--- src/rtl/lrx_pkg.sv ---
package lrx_pkg;
  typedef enum logic {MARK_POS = 1'b0, MARK_NEG = 1'b1} mark_pol_e;
  localparam int RAIL_P    = 0;
  localparam int RAIL_N    = 1;
  localparam int NUM_RAILS = 2;
endpackage

--- src/rtl/lrx_sampler.sv ---
module lrx_sampler #(
  parameter int RAILS = 2
) (
  input  logic             clk,
  input  logic             rst,
  input  logic             fall_sel,
  input  logic [RAILS-1:0] inv,
  input  logic [RAILS-1:0] raw,
  output logic [RAILS-1:0] smp
);
  for (genvar g = 0; g < RAILS; g++) begin : g_rail
    logic fall_q;
    logic smp_q;
    // half-cycle capture register, used when falling-edge sampling is chosen
    always_ff @(negedge clk) begin
      if (rst) fall_q <= 1'b0;
      else     fall_q <= raw[g];
    end
    always_ff @(posedge clk) begin
      if (rst) smp_q <= 1'b0;
      else     smp_q <= (fall_sel ? fall_q : raw[g]) ^ inv[g];
    end
    assign smp[g] = smp_q;
  end
endmodule

--- src/rtl/lrx_decoder.sv ---
module lrx_decoder
  import lrx_pkg::*;
(
  input  logic clk,
  input  logic rst,
  input  logic binary,
  input  logic smp_p,
  input  logic smp_n,
  output logic nrz_q,
  output logic viol_q
);
  mark_pol_e last_pol;
  logic      have_mark;

  always_ff @(posedge clk) begin
    if (rst) begin
      nrz_q     <= 1'b0;
      viol_q    <= 1'b0;
      last_pol  <= MARK_POS;
      have_mark <= 1'b0;
    end else if (binary) begin
      nrz_q  <= smp_p;
      viol_q <= smp_n;
    end else begin
      nrz_q <= smp_p | smp_n;
      unique case ({smp_p, smp_n})
        2'b11: viol_q <= 1'b1;
        2'b10: begin
          viol_q    <= have_mark && (last_pol == MARK_POS);
          last_pol  <= MARK_POS;
          have_mark <= 1'b1;
        end
        2'b01: begin
          viol_q    <= have_mark && (last_pol == MARK_NEG);
          last_pol  <= MARK_NEG;
          have_mark <= 1'b1;
        end
        default: viol_q <= 1'b0;
      endcase
    end
  end


  quiet_no_viol_chk: assert property (@(posedge clk) disable iff (rst)
    (!binary && !smp_p && !smp_n) |=> !viol_q);
endmodule

--- src/rtl/lrx_viol_counter.sv ---
module lrx_viol_counter #(
  parameter int CNT_W = 16
) (
  input  logic             clk,
  input  logic             rst,
  input  logic             viol,
  input  logic             latch_stb,
  output logic [CNT_W-1:0] snap_q
);
  localparam logic [CNT_W-1:0] CNT_MAX = '1;
  logic [CNT_W-1:0] cnt_q;

  always_ff @(posedge clk) begin
    if (rst) begin
      cnt_q  <= '0;
      snap_q <= '0;
    end else if (latch_stb) begin
      snap_q <= cnt_q;
      cnt_q  <= {{(CNT_W-1){1'b0}}, viol};
    end else if (viol && cnt_q != CNT_MAX) begin
      cnt_q <= cnt_q + CNT_W'(1);
    end
  end


  cnt_no_wrap_chk: assert property (@(posedge clk) disable iff (rst)
    (cnt_q == CNT_MAX && !latch_stb) |=> (cnt_q == CNT_MAX));

  cnt_step_chk: assert property (@(posedge clk) disable iff (rst)
    !latch_stb |=> (cnt_q == $past(cnt_q) || cnt_q == $past(cnt_q) + CNT_W'(1)));

  latch_clear_chk: assert property (@(posedge clk) disable iff (rst)
    latch_stb |=> (cnt_q <= CNT_W'(1)));

  snap_copy_chk: assert property (@(posedge clk) disable iff (rst)
    latch_stb |=> (snap_q == $past(cnt_q)));
endmodule

--- src/rtl/line_rx_viol.sv ---
module line_rx_viol
  import lrx_pkg::*;
#(
  parameter int CNT_W = 16,
  localparam int HALF_W = CNT_W / 2
) (
  input  logic              clk,
  input  logic              rst,
  input  logic              cfg_binary,
  input  logic              cfg_pos_inv,
  input  logic              cfg_neg_inv,
  input  logic              cfg_fall_edge,
  input  logic              rail_p,
  input  logic              rail_n,
  input  logic              latch_stb,
  output logic              nrz_out,
  output logic [HALF_W-1:0] count_hi,
  output logic [HALF_W-1:0] count_lo
);
  logic [NUM_RAILS-1:0] raw, inv, smp;
  logic                 viol;
  logic [CNT_W-1:0]     snap;

  assign raw[RAIL_P] = rail_p;
  assign raw[RAIL_N] = rail_n;
  assign inv[RAIL_P] = cfg_pos_inv;
  assign inv[RAIL_N] = cfg_neg_inv;

  lrx_sampler #(.RAILS(NUM_RAILS)) u_sampler (
    .clk      (clk),
    .rst      (rst),
    .fall_sel (cfg_fall_edge),
    .inv      (inv),
    .raw      (raw),
    .smp      (smp)
  );

  lrx_decoder u_decoder (
    .clk    (clk),
    .rst    (rst),
    .binary (cfg_binary),
    .smp_p  (smp[RAIL_P]),
    .smp_n  (smp[RAIL_N]),
    .nrz_q  (nrz_out),
    .viol_q (viol)
  );

  lrx_viol_counter #(.CNT_W(CNT_W)) u_counter (
    .clk       (clk),
    .rst       (rst),
    .viol      (viol),
    .latch_stb (latch_stb),
    .snap_q    (snap)
  );

  assign count_hi = snap[CNT_W-1:HALF_W];
  assign count_lo = snap[HALF_W-1:0];
endmodule

--- config.mk ---
export PLATFORM = sky130hd
export DESIGN_NAME = line_rx_viol
export DESIGN_NICKNAME = d
export VERILOG_FILES = /design/src/rtl/lrx_pkg.sv /design/src/rtl/lrx_sampler.sv /design/src/rtl/lrx_decoder.sv /design/src/rtl/lrx_viol_counter.sv /design/src/rtl/line_rx_viol.sv
export SDC_FILE = /design/constraint.sdc
export NUM_CORES = 1
export LEC_CHECK = 0
export CORE_ASPECT_RATIO = 1.1
export CORE_MARGIN = 2
export CORE_UTILIZATION = 53
export CTS_CLUSTER_SIZE = 20
export DETAILED_ROUTE_END_ITERATION = 10
export GPL_TIMING_DRIVEN = 0
export PLACE_DENSITY = 0.74
export SKIP_CTS_REPAIR_TIMING = 1
export SLEW_MARGIN = 20
export SYNTH_ARGS = -nofsm -noshare
export SYNTH_HDL_FRONTEND = slang
export SYNTH_SLANG_ARGS = --single-unit
--- constraint.sdc ---
create_clock -name clk -period 2.2 [get_ports clk]
set_input_delay 0.44 -clock clk [delete_from_list [all_inputs] [get_ports clk]]
set_output_delay 0.44 -clock clk [all_outputs]
set_load 0.005 [all_outputs]
==> metrics.log, run 1 <==
[metrics] reg2reg setup slack: 0.14 ns
[metrics] top cells by count, synth: 40 x sky130_fd_sc_hd__dfxtp_1, 30 x sky130_fd_sc_hd__nor2_1, 20 x sky130_fd_sc_hd__mux2i_1, 12 x sky130_fd_sc_hd__a21oi_1, 11 x sky130_fd_sc_hd__nand2_1
[metrics] core region area: approximately 0.0031 mm²
[metrics] leak pwr: ~0.81 nW
[metrics] fraction of synthesis flops using an asynchronous set or reset pin: 0%
[metrics] DRT iter0 DRCs: slightly above 70
[metrics] count of antenna diodes in the layout: 0
[metrics] total standard cell area after synthesis: roughly 0.0018 mm²
[metrics] maximum resistive drop on vdd: 0.415 mV
[metrics] DRC Markers: 0
[metrics] worst rel slew slack: 62.5%
[metrics] TritonCTS Sinks: 40
[metrics] unrepaired setup endpoints after global routing: no
[metrics] total vias in the final route: ~1500
[metrics] area growth from synthesis to layout: 21.6%
[metrics] number of distinct standard cells referenced by the synthesized netlist: 37
[metrics] Post-Syn Area per Cell: approximately 9 µm²
[metrics] first-pass GRT wire length: between 6000 and 7000 µm
[metrics] Layout Nets: approximately 240
[metrics] Worst Clk Skew: between 0.04 and 0.05 ns
[metrics] CTS Root Cell: sky130_fd_sc_hd__clkbuf_4
[metrics] final critical path time including I/O delays and setup: 2.06 ns
[metrics] YS warnings: 0
[metrics] wire per inst: 14.2 µm
[metrics] post-synth top area share: about 45%
[metrics] critical path peak fanout: 7
[metrics] TritonRoute pass-1 iters: 4
[metrics] critical path capture point type: flop
[metrics] post-synth net total: about 210
[metrics] arrival time of the worst setup path: roughly 2.3 ns
[metrics] number of hold violations in the final report: 0
[metrics] clock slew at reported path FFs: 0.12 ns
[metrics] overall die width: around 60 µm
[metrics] Final GP Congestion: approximately 0.83
[metrics] most instantiated library cell after synthesis: sky130_fd_sc_hd__dfxtp_1
[metrics] Max Buffers Root-to-Sink: 2
[metrics] # H-tree levels: 2
[metrics] port bufs: 24
[metrics] number of primary I/O pins: 26
[metrics] Tightest Hold Check Type: in2reg
[metrics] most common flop cell mapped by yosys: sky130_fd_sc_hd__dfxtp_1
[metrics] wirelength, routed: about 3700 µm
[metrics] pin count of the biggest net entering global routing: 13
[metrics] count of standard-cell rows: 21
[metrics] required arrival time at the worst endpoint: around 2.5 ns
[metrics] largest cells by area after synthesis: sky130_fd_sc_hd__dfxtp_1 45%, sky130_fd_sc_hd__mux2i_1 11%, sky130_fd_sc_hd__nor2_1 6.4%
[metrics] die area: 0.00381 mm²
[metrics] cell count after synthesis: ~200
[metrics] period utilization: 93.8%
[metrics] hold slack: between 0.4 and 0.5 ns
[metrics] Power Density: 621 mW/mm²
[metrics] Worst Setup Path Type: reg2reg
[metrics] share of synthesized area occupied by flip-flops and latches: ~45%
[metrics] number of fill cells: 273
[metrics] global-route usage over all layers: between 20 and 25%
[metrics] initial antenna violation count: 0
[metrics] count of endpoints failing setup in the final report: 0
[metrics] fraction of layout instances using a drive strength above 1: under 10%
[metrics] cell total after placement: 253
[metrics] transition time at the pin with the least slew margin: roughly 0.56 ns
[metrics] clock tree from TritonCTS: built
[metrics] Chip Height: around 65 µm
[metrics] Synth area leader: sky130_fd_sc_hd__dfxtp_1
[metrics] final global-route overflow total: 0
[metrics] later-pin clock latency in the skew report: 0.38 ns
[metrics] count of flip-flops with a built-in enable after synthesis: 0
[metrics] number of violations of the max-capacitance limit: 0
[metrics] f_max: 0.485 GHz
[metrics] status: finished, final reports clean
[metrics] initial core utilization: between 50% and 60%
[metrics] max-slew violation count: 0
[metrics] Finished Layout Cells: approximately 260
[metrics] final HPWL from detailed placement: 2780 µm
[metrics] vias in the first global route: 1481
[metrics] number of clock buffers inserted by TritonCTS: 5
[metrics] Critical Path Source Type: flop
[metrics] number of nets still failing antenna checks after routing: 0
[metrics] post-detailed-route via-to-cell ratio: a little under 6
[metrics] number of storage elements in the synthesis netlist: 40
[sequential cells by signal, summed over array words and instances, names as in the netlist]
| signal | flops |
|---|---|
| u_decoder.viol_q | 1 |
| u_decoder.last_pol | 1 |
| u_counter.cnt_q | 16 |
| u_decoder.nrz_q | 1 |
| u_sampler.g_rail.fall_q | 2 |
| u_sampler.g_rail.smp_q | 2 |
| u_counter.snap_q | 16 |
| u_decoder.have_mark | 1 |
[area by class of cell]
class / instances / area, µm² / area share (%)
Multi-Input combinational cell: 141 / 910 / 42.3
Sequential cell: 40 / 802 / 37.3
Timing Repair Buffer: 24 / 240 / 11.2
Clock buffer: 8 / 90.1 / 4.19
Tap cell: 34 / 42.5 / 1.98
Buffer: 9 / 41.3 / 1.92
Inverter: 4 / 15.0 / 0.699
Clock inverter: 2 / 7.51 / 0.349
[final timing paths]
path                                          from                           endpoint  depth (start not counted)
setup / recovery   u_counter.cnt_q[1]$_SDFFE_PP0P_   u_counter.cnt_q[14]$_SDFFE_PP0P_                          5
hold / removal                                 rst  u_counter.snap_q[13]$_SDFFE_PP0P_                          2
setup reg to reg   u_counter.cnt_q[1]$_SDFFE_PP0P_   u_counter.cnt_q[14]$_SDFFE_PP0P_                          5
hold reg to reg   u_decoder.have_mark$_SDFFE_PP0P_   u_decoder.have_mark$_SDFFE_PP0P_                          2
[stage by stage]
step / utilization, % / total power, mW / setup slack (ns) / instance area, µm² / TNS [ns]
floorplan: - / 0.827 / 0.244 / 1770 / 0
global placement: 65.5 / 0.858 / -0.00750 / 2050 / -0.0131
detailed placement: 65.5 / 0.863 / -0.0706 / 2050 / -0.583
CTS: 68.5 / 1.35 / 0.0869 / 2140 / 0
global route: 68.7 / 1.40 / 0.0286 / 2150 / 0
finish: 68.7 / 1.33 / 0.137 / 2150 / 0
[layer usage]
layer	GRT usage, %	part of all wire (%)	up-vias
met1	27.5	45	706
met4	8.24	1.9	0
met5	0	0	-
li1	-	-	755
met2	36.9	49	42
met3	4.99	4.5	9
[logic make-up after synthesis]
group	Yosys count	share of synthesized area (%)
mux	20	11.3
buf+inv	14	3.40
compound gates	28	8.99
flops	40	45.3
fa+ha+maj	5	3.54
xor+xnor	4	1.98
simple gates	84	25.4
[critical path: stages (launching register included)]
cell	delay (ns)
sky130_fd_sc_hd__dfxtp_1	0.44
sky130_fd_sc_hd__ha_2	0.26
sky130_fd_sc_hd__nand4_1	0.18
sky130_fd_sc_hd__a311o_2	0.46
sky130_fd_sc_hd__or4_1	0.52
sky130_fd_sc_hd__a21oi_1	0.14
[placed cells by master (no fill, tap or decap), drive strengths merged]
cell type,netlist,layout
nand3,6,6
nand3b,1,1
a311o,1,1
nand4,7,7
nand2,11,11
mux2i,20,20
and4,1,1
a31o,1,1
or2,2,2
nor4,2,2
clkdlybuf4s50,0,24
o211ai,1,1
a21o,1,1
dfxtp,40,40
a31oi,2,2
or3,9,9
xor2,3,3
xnor2,1,1
ha,5,5
nor2,30,30
and3,1,1
or4,7,7
clkbuf,3,11
nor3,3,3
nor3b,1,1
o31ai,1,1
buf,6,6
a21oi,12,12
o21ai,9,9
inv,5,6
nor2b,3,3
[power breakdown]
| part | switching, mW | internal [mW] |
|---|---|---|
| clock network | 0.236 | 0.261 |
| logic | 0.0488 | 0.0442 |
| registers | 0.00841 | 0.737 |
No activity file was read; power rests on OpenSTA's default activity.
==> run 2: changes to the inputs <==
CORE_UTILIZATION = 35   (was 53)
PLACE_DENSITY = 0.52   (was 0.74)
==> run 2 against run 1 <==
Compared with the run above: sequential cell count is the same; clock skew grew 0.011 ns; core utilization shrank 24 points; power grew 0.91%; non-clock buffer count is the same; wire length grew 1.1%; count of clock-buffer cells in the layout is the same; first-iteration DRC count grew 27%; cell area grew 1.6%.
==> metrics.log, run 2 (synthesis results as in run 1) <==
[metrics] # H-tree levels: 2 (unchanged)
[metrics] period utilization: 91.6% (was 93.8%)
[metrics] Critical Path Source Type: flop (unchanged)
[metrics] f_max: 0.496 GHz (was 0.485 GHz)
[metrics] max-slew violation count: 0 (unchanged)
[metrics] number of clock buffers inserted by TritonCTS: 5 (unchanged)
[metrics] maximum single-stage delay on the critical path: 0.53 ns (was 0.52 ns)
[metrics] count of antenna diodes in the layout: 0 (unchanged)
[metrics] hold slack: 0.483 ns (about the same)
[metrics] number of nets still failing antenna checks after routing: 0 (unchanged)
[metrics] number of violations of the max-capacitance limit: 0 (unchanged)
[metrics] first-pass GRT wire length: 6350 µm (was 6510 µm)
[metrics] later-pin clock latency in the skew report: 0.34 ns (was 0.38 ns)
[metrics] sequential share of power: 55.2% (was 55.8%)
[metrics] count of endpoints failing setup in the final report: 0 (unchanged)
[metrics] combinational share of power: 6.8% (was 7.0%)
[metrics] initial antenna violation count: 0 (unchanged)
[metrics] total vias in the final route: 1445 (was 1512)
[metrics] final HPWL from detailed placement: 2720 µm (was 2780 µm)
[metrics] Max Buffers Root-to-Sink: 2 (unchanged)
[metrics] clock tree from TritonCTS: built (unchanged)
[metrics] final critical path time including I/O delays and setup: 2.02 ns (was 2.06 ns)
[metrics] commonest non-fill, non-tap cell in the layout: sky130_fd_sc_hd__dfxtp_1 (unchanged)
[metrics] Worst Clk Skew: 0.0579 ns (was 0.0471 ns)
[metrics] largest registers in the final layout: u_counter.cnt_q: 16 flops, u_counter.snap_q: 16 flops (unchanged)
[metrics] Final Cell Area: 0.00218 mm² (was 0.00215 mm²)
[metrics] wire per inst: 13.2 µm (was 14.2 µm)
[metrics] worst rel slew slack: 60.5% (was 62.5%)
[metrics] Slowest-stage cell, CP: sky130_fd_sc_hd__or4_1 (unchanged)
[metrics] arrival time of the worst setup path: 2.24 ns (was 2.34 ns)
[metrics] number of primary I/O pins: 26 (unchanged)
[metrics] internal power: 1.04 mW (about the same)
[metrics] transition time at the pin with the least slew margin: 0.592 ns (was 0.563 ns)
[metrics] area used by sequential logic in the layout: 802 µm² (unchanged)
[metrics] area growth from synthesis to layout: 23.6% (was 21.6%)
[metrics] TritonRoute pass-1 iters: 4 (unchanged)
[metrics] Net Sw Frac: 22.7% (was 21.9%)
[metrics] commonest cells after routing, fill and taps aside: 39 x sky130_fd_sc_hd__dfxtp_1, 30 x sky130_fd_sc_hd__nor2_1, 24 x sky130_fd_sc_hd__clkdlybuf4s50_1 (unchanged)
[metrics] kind of cell with the highest combined delay on the critical path: simple AND/OR/NAND/NOR gates (unchanged)
[metrics] Power Density: 617 mW/mm² (was 621 mW/mm²)
[metrics] pin count of the biggest net entering global routing: 12 (was 13)
[metrics] status: finished, final reports clean (unchanged)
[metrics] critical path peak fanout: 7 (unchanged)
[metrics] Layout Nets: 241 (unchanged)
[metrics] unrepaired setup endpoints after global routing: no (unchanged)
[metrics] required arrival time at the worst endpoint: 2.42 ns (was 2.47 ns)
[metrics] Tightest Hold Check Type: reg2reg (was in2reg)
[metrics] wirelength, routed: 3770 µm (was 3730 µm)
[metrics] maximum resistive drop on vdd: 0.371 mV (was 0.415 mV)
[metrics] DRT iter0 DRCs: 90 (was 71)
[metrics] die area: 0.00563 mm² (was 0.00381 mm²)
[metrics] combined buffer and inverter count along the critical path: 0 (unchanged)
[metrics] Placed Area: 0.00208 mm² (was 0.00205 mm²)
[metrics] number of fill cells: 508 (was 273)
[metrics] leak pwr: 0.822 nW (was 0.806 nW)
[metrics] vias in the first global route: 1309 (was 1481)
[metrics] global-route usage over all layers: 14.5% (was 22.2%)
[metrics] TritonCTS Sinks: 40 (unchanged)
[metrics] Multi-input gate area: 915 µm² (was 910 µm²)
[metrics] sw power: 306 µW (was 293 µW)
[metrics] post-layout util: 44.3% (was 68.7%)
[metrics] Final GP Congestion: 0.798 (was 0.826)
[metrics] initial core utilization: 35.8% (was 56.5%)
[metrics] cells along the critical path: ha_1, nand4_1, a311o_1, or4_1, a21oi_1 (was ha_2, nand4_1, a311o_2, or4_1, a21oi_1)
[metrics] fraction of layout instances using a drive strength above 1: 7.02% (was 8.77%)
[metrics] critical path capture point type: flop (unchanged)
[metrics] clock slew at reported path FFs: 0.08 ns (was 0.12 ns)
[metrics] overall die width: 71.7 µm (was 59.1 µm)
[metrics] CTS Root Cell: sky130_fd_sc_hd__clkbuf_8 (was sky130_fd_sc_hd__clkbuf_4)
[metrics] Clock power frac: 37.9% (was 37.2%)
[metrics] count of standard-cell rows: 27 (was 21)
[metrics] final global-route overflow total: 0 (unchanged)
[metrics] post-detailed-route via-to-cell ratio: 5.05 (was 5.77)
[metrics] Worst Setup Path Type: reg2reg (unchanged)
[metrics] core region area: 0.00493 mm² (was 0.00313 mm²)
[metrics] DRC Markers: 0 (unchanged)
[metrics] Chip Height: 78.5 µm (was 64.6 µm)
[metrics] number of hold violations in the final report: 0 (unchanged)
[metrics] port bufs: 24 (unchanged)
run 2: worst paths after layout:
kind / start / to / slack (ns) / cells after the start
worst min-delay path: u_decoder.have_mark$_SDFFE_PP0P_ / u_decoder.have_mark$_SDFFE_PP0P_ / 0.48 / 2
worst max register to register: u_counter.cnt_q[1]$_SDFFE_PP0P_ / u_counter.cnt_q[14]$_SDFFE_PP0P_ / 0.18 / 5
worst min register to register: u_decoder.have_mark$_SDFFE_PP0P_ / u_decoder.have_mark$_SDFFE_PP0P_ / 0.48 / 2
worst max-delay path: u_counter.cnt_q[1]$_SDFFE_PP0P_ / u_counter.cnt_q[14]$_SDFFE_PP0P_ / 0.18 / 5
run 2: layout make-up:
class | count | area share (%)
repair buffers | 24 | 11.0
clock buffers | 8 | 4.13
plain buffers | 9 | 1.89
inverters | 4 | 0.688
clock inverters | 2 | 0.344
flip-flops and latches | 40 | 36.7
well taps | 58 | 3.32
multi-input cells | 141 | 41.9
run 2: metrics by stage:
stage | TNS, ns | setup slack, ns | instances | total power, mW
2_1_floorplan | 0 | 0.244 | 195 | 0.827
3_3_place_gp | -0.861 | -0.0873 | 277 | 0.863
3_5_place_dp | -0.783 | -0.0987 | 277 | 0.862
4_1_cts | 0 | 0.139 | 286 | 1.37
5_1_grt | 0 | 0.0301 | 286 | 1.42
6_report | 0 | 0.184 | 286 | 1.35
run 2: power by group through the flow:
stage                     Combinational, mW  Sequential (mW)  Clock, mW
final                                0.0922            0.744      0.511
after global routing                  0.103            0.746      0.573
after CTS                            0.0939            0.744      0.535
after detailed placement             0.0934            0.761    0.00854
after global placement               0.0940            0.760    0.00854
after floorplan                      0.0601            0.759    0.00854
run 2: layer usage:
metal | routed length [µm] | global-route usage, %
met3 | 172 | 4.11
met4 | 57 | 5.28
met2 | 1660 | 21.4
met5 | 0 | 0
met1 | 1880 | 19.9
run 2: tightest hold or removal path: cells and delay by family (launching register included):
family / cells / cell delay, ns
flops: 1 / 0.33
simple gates: 2 / 0.12
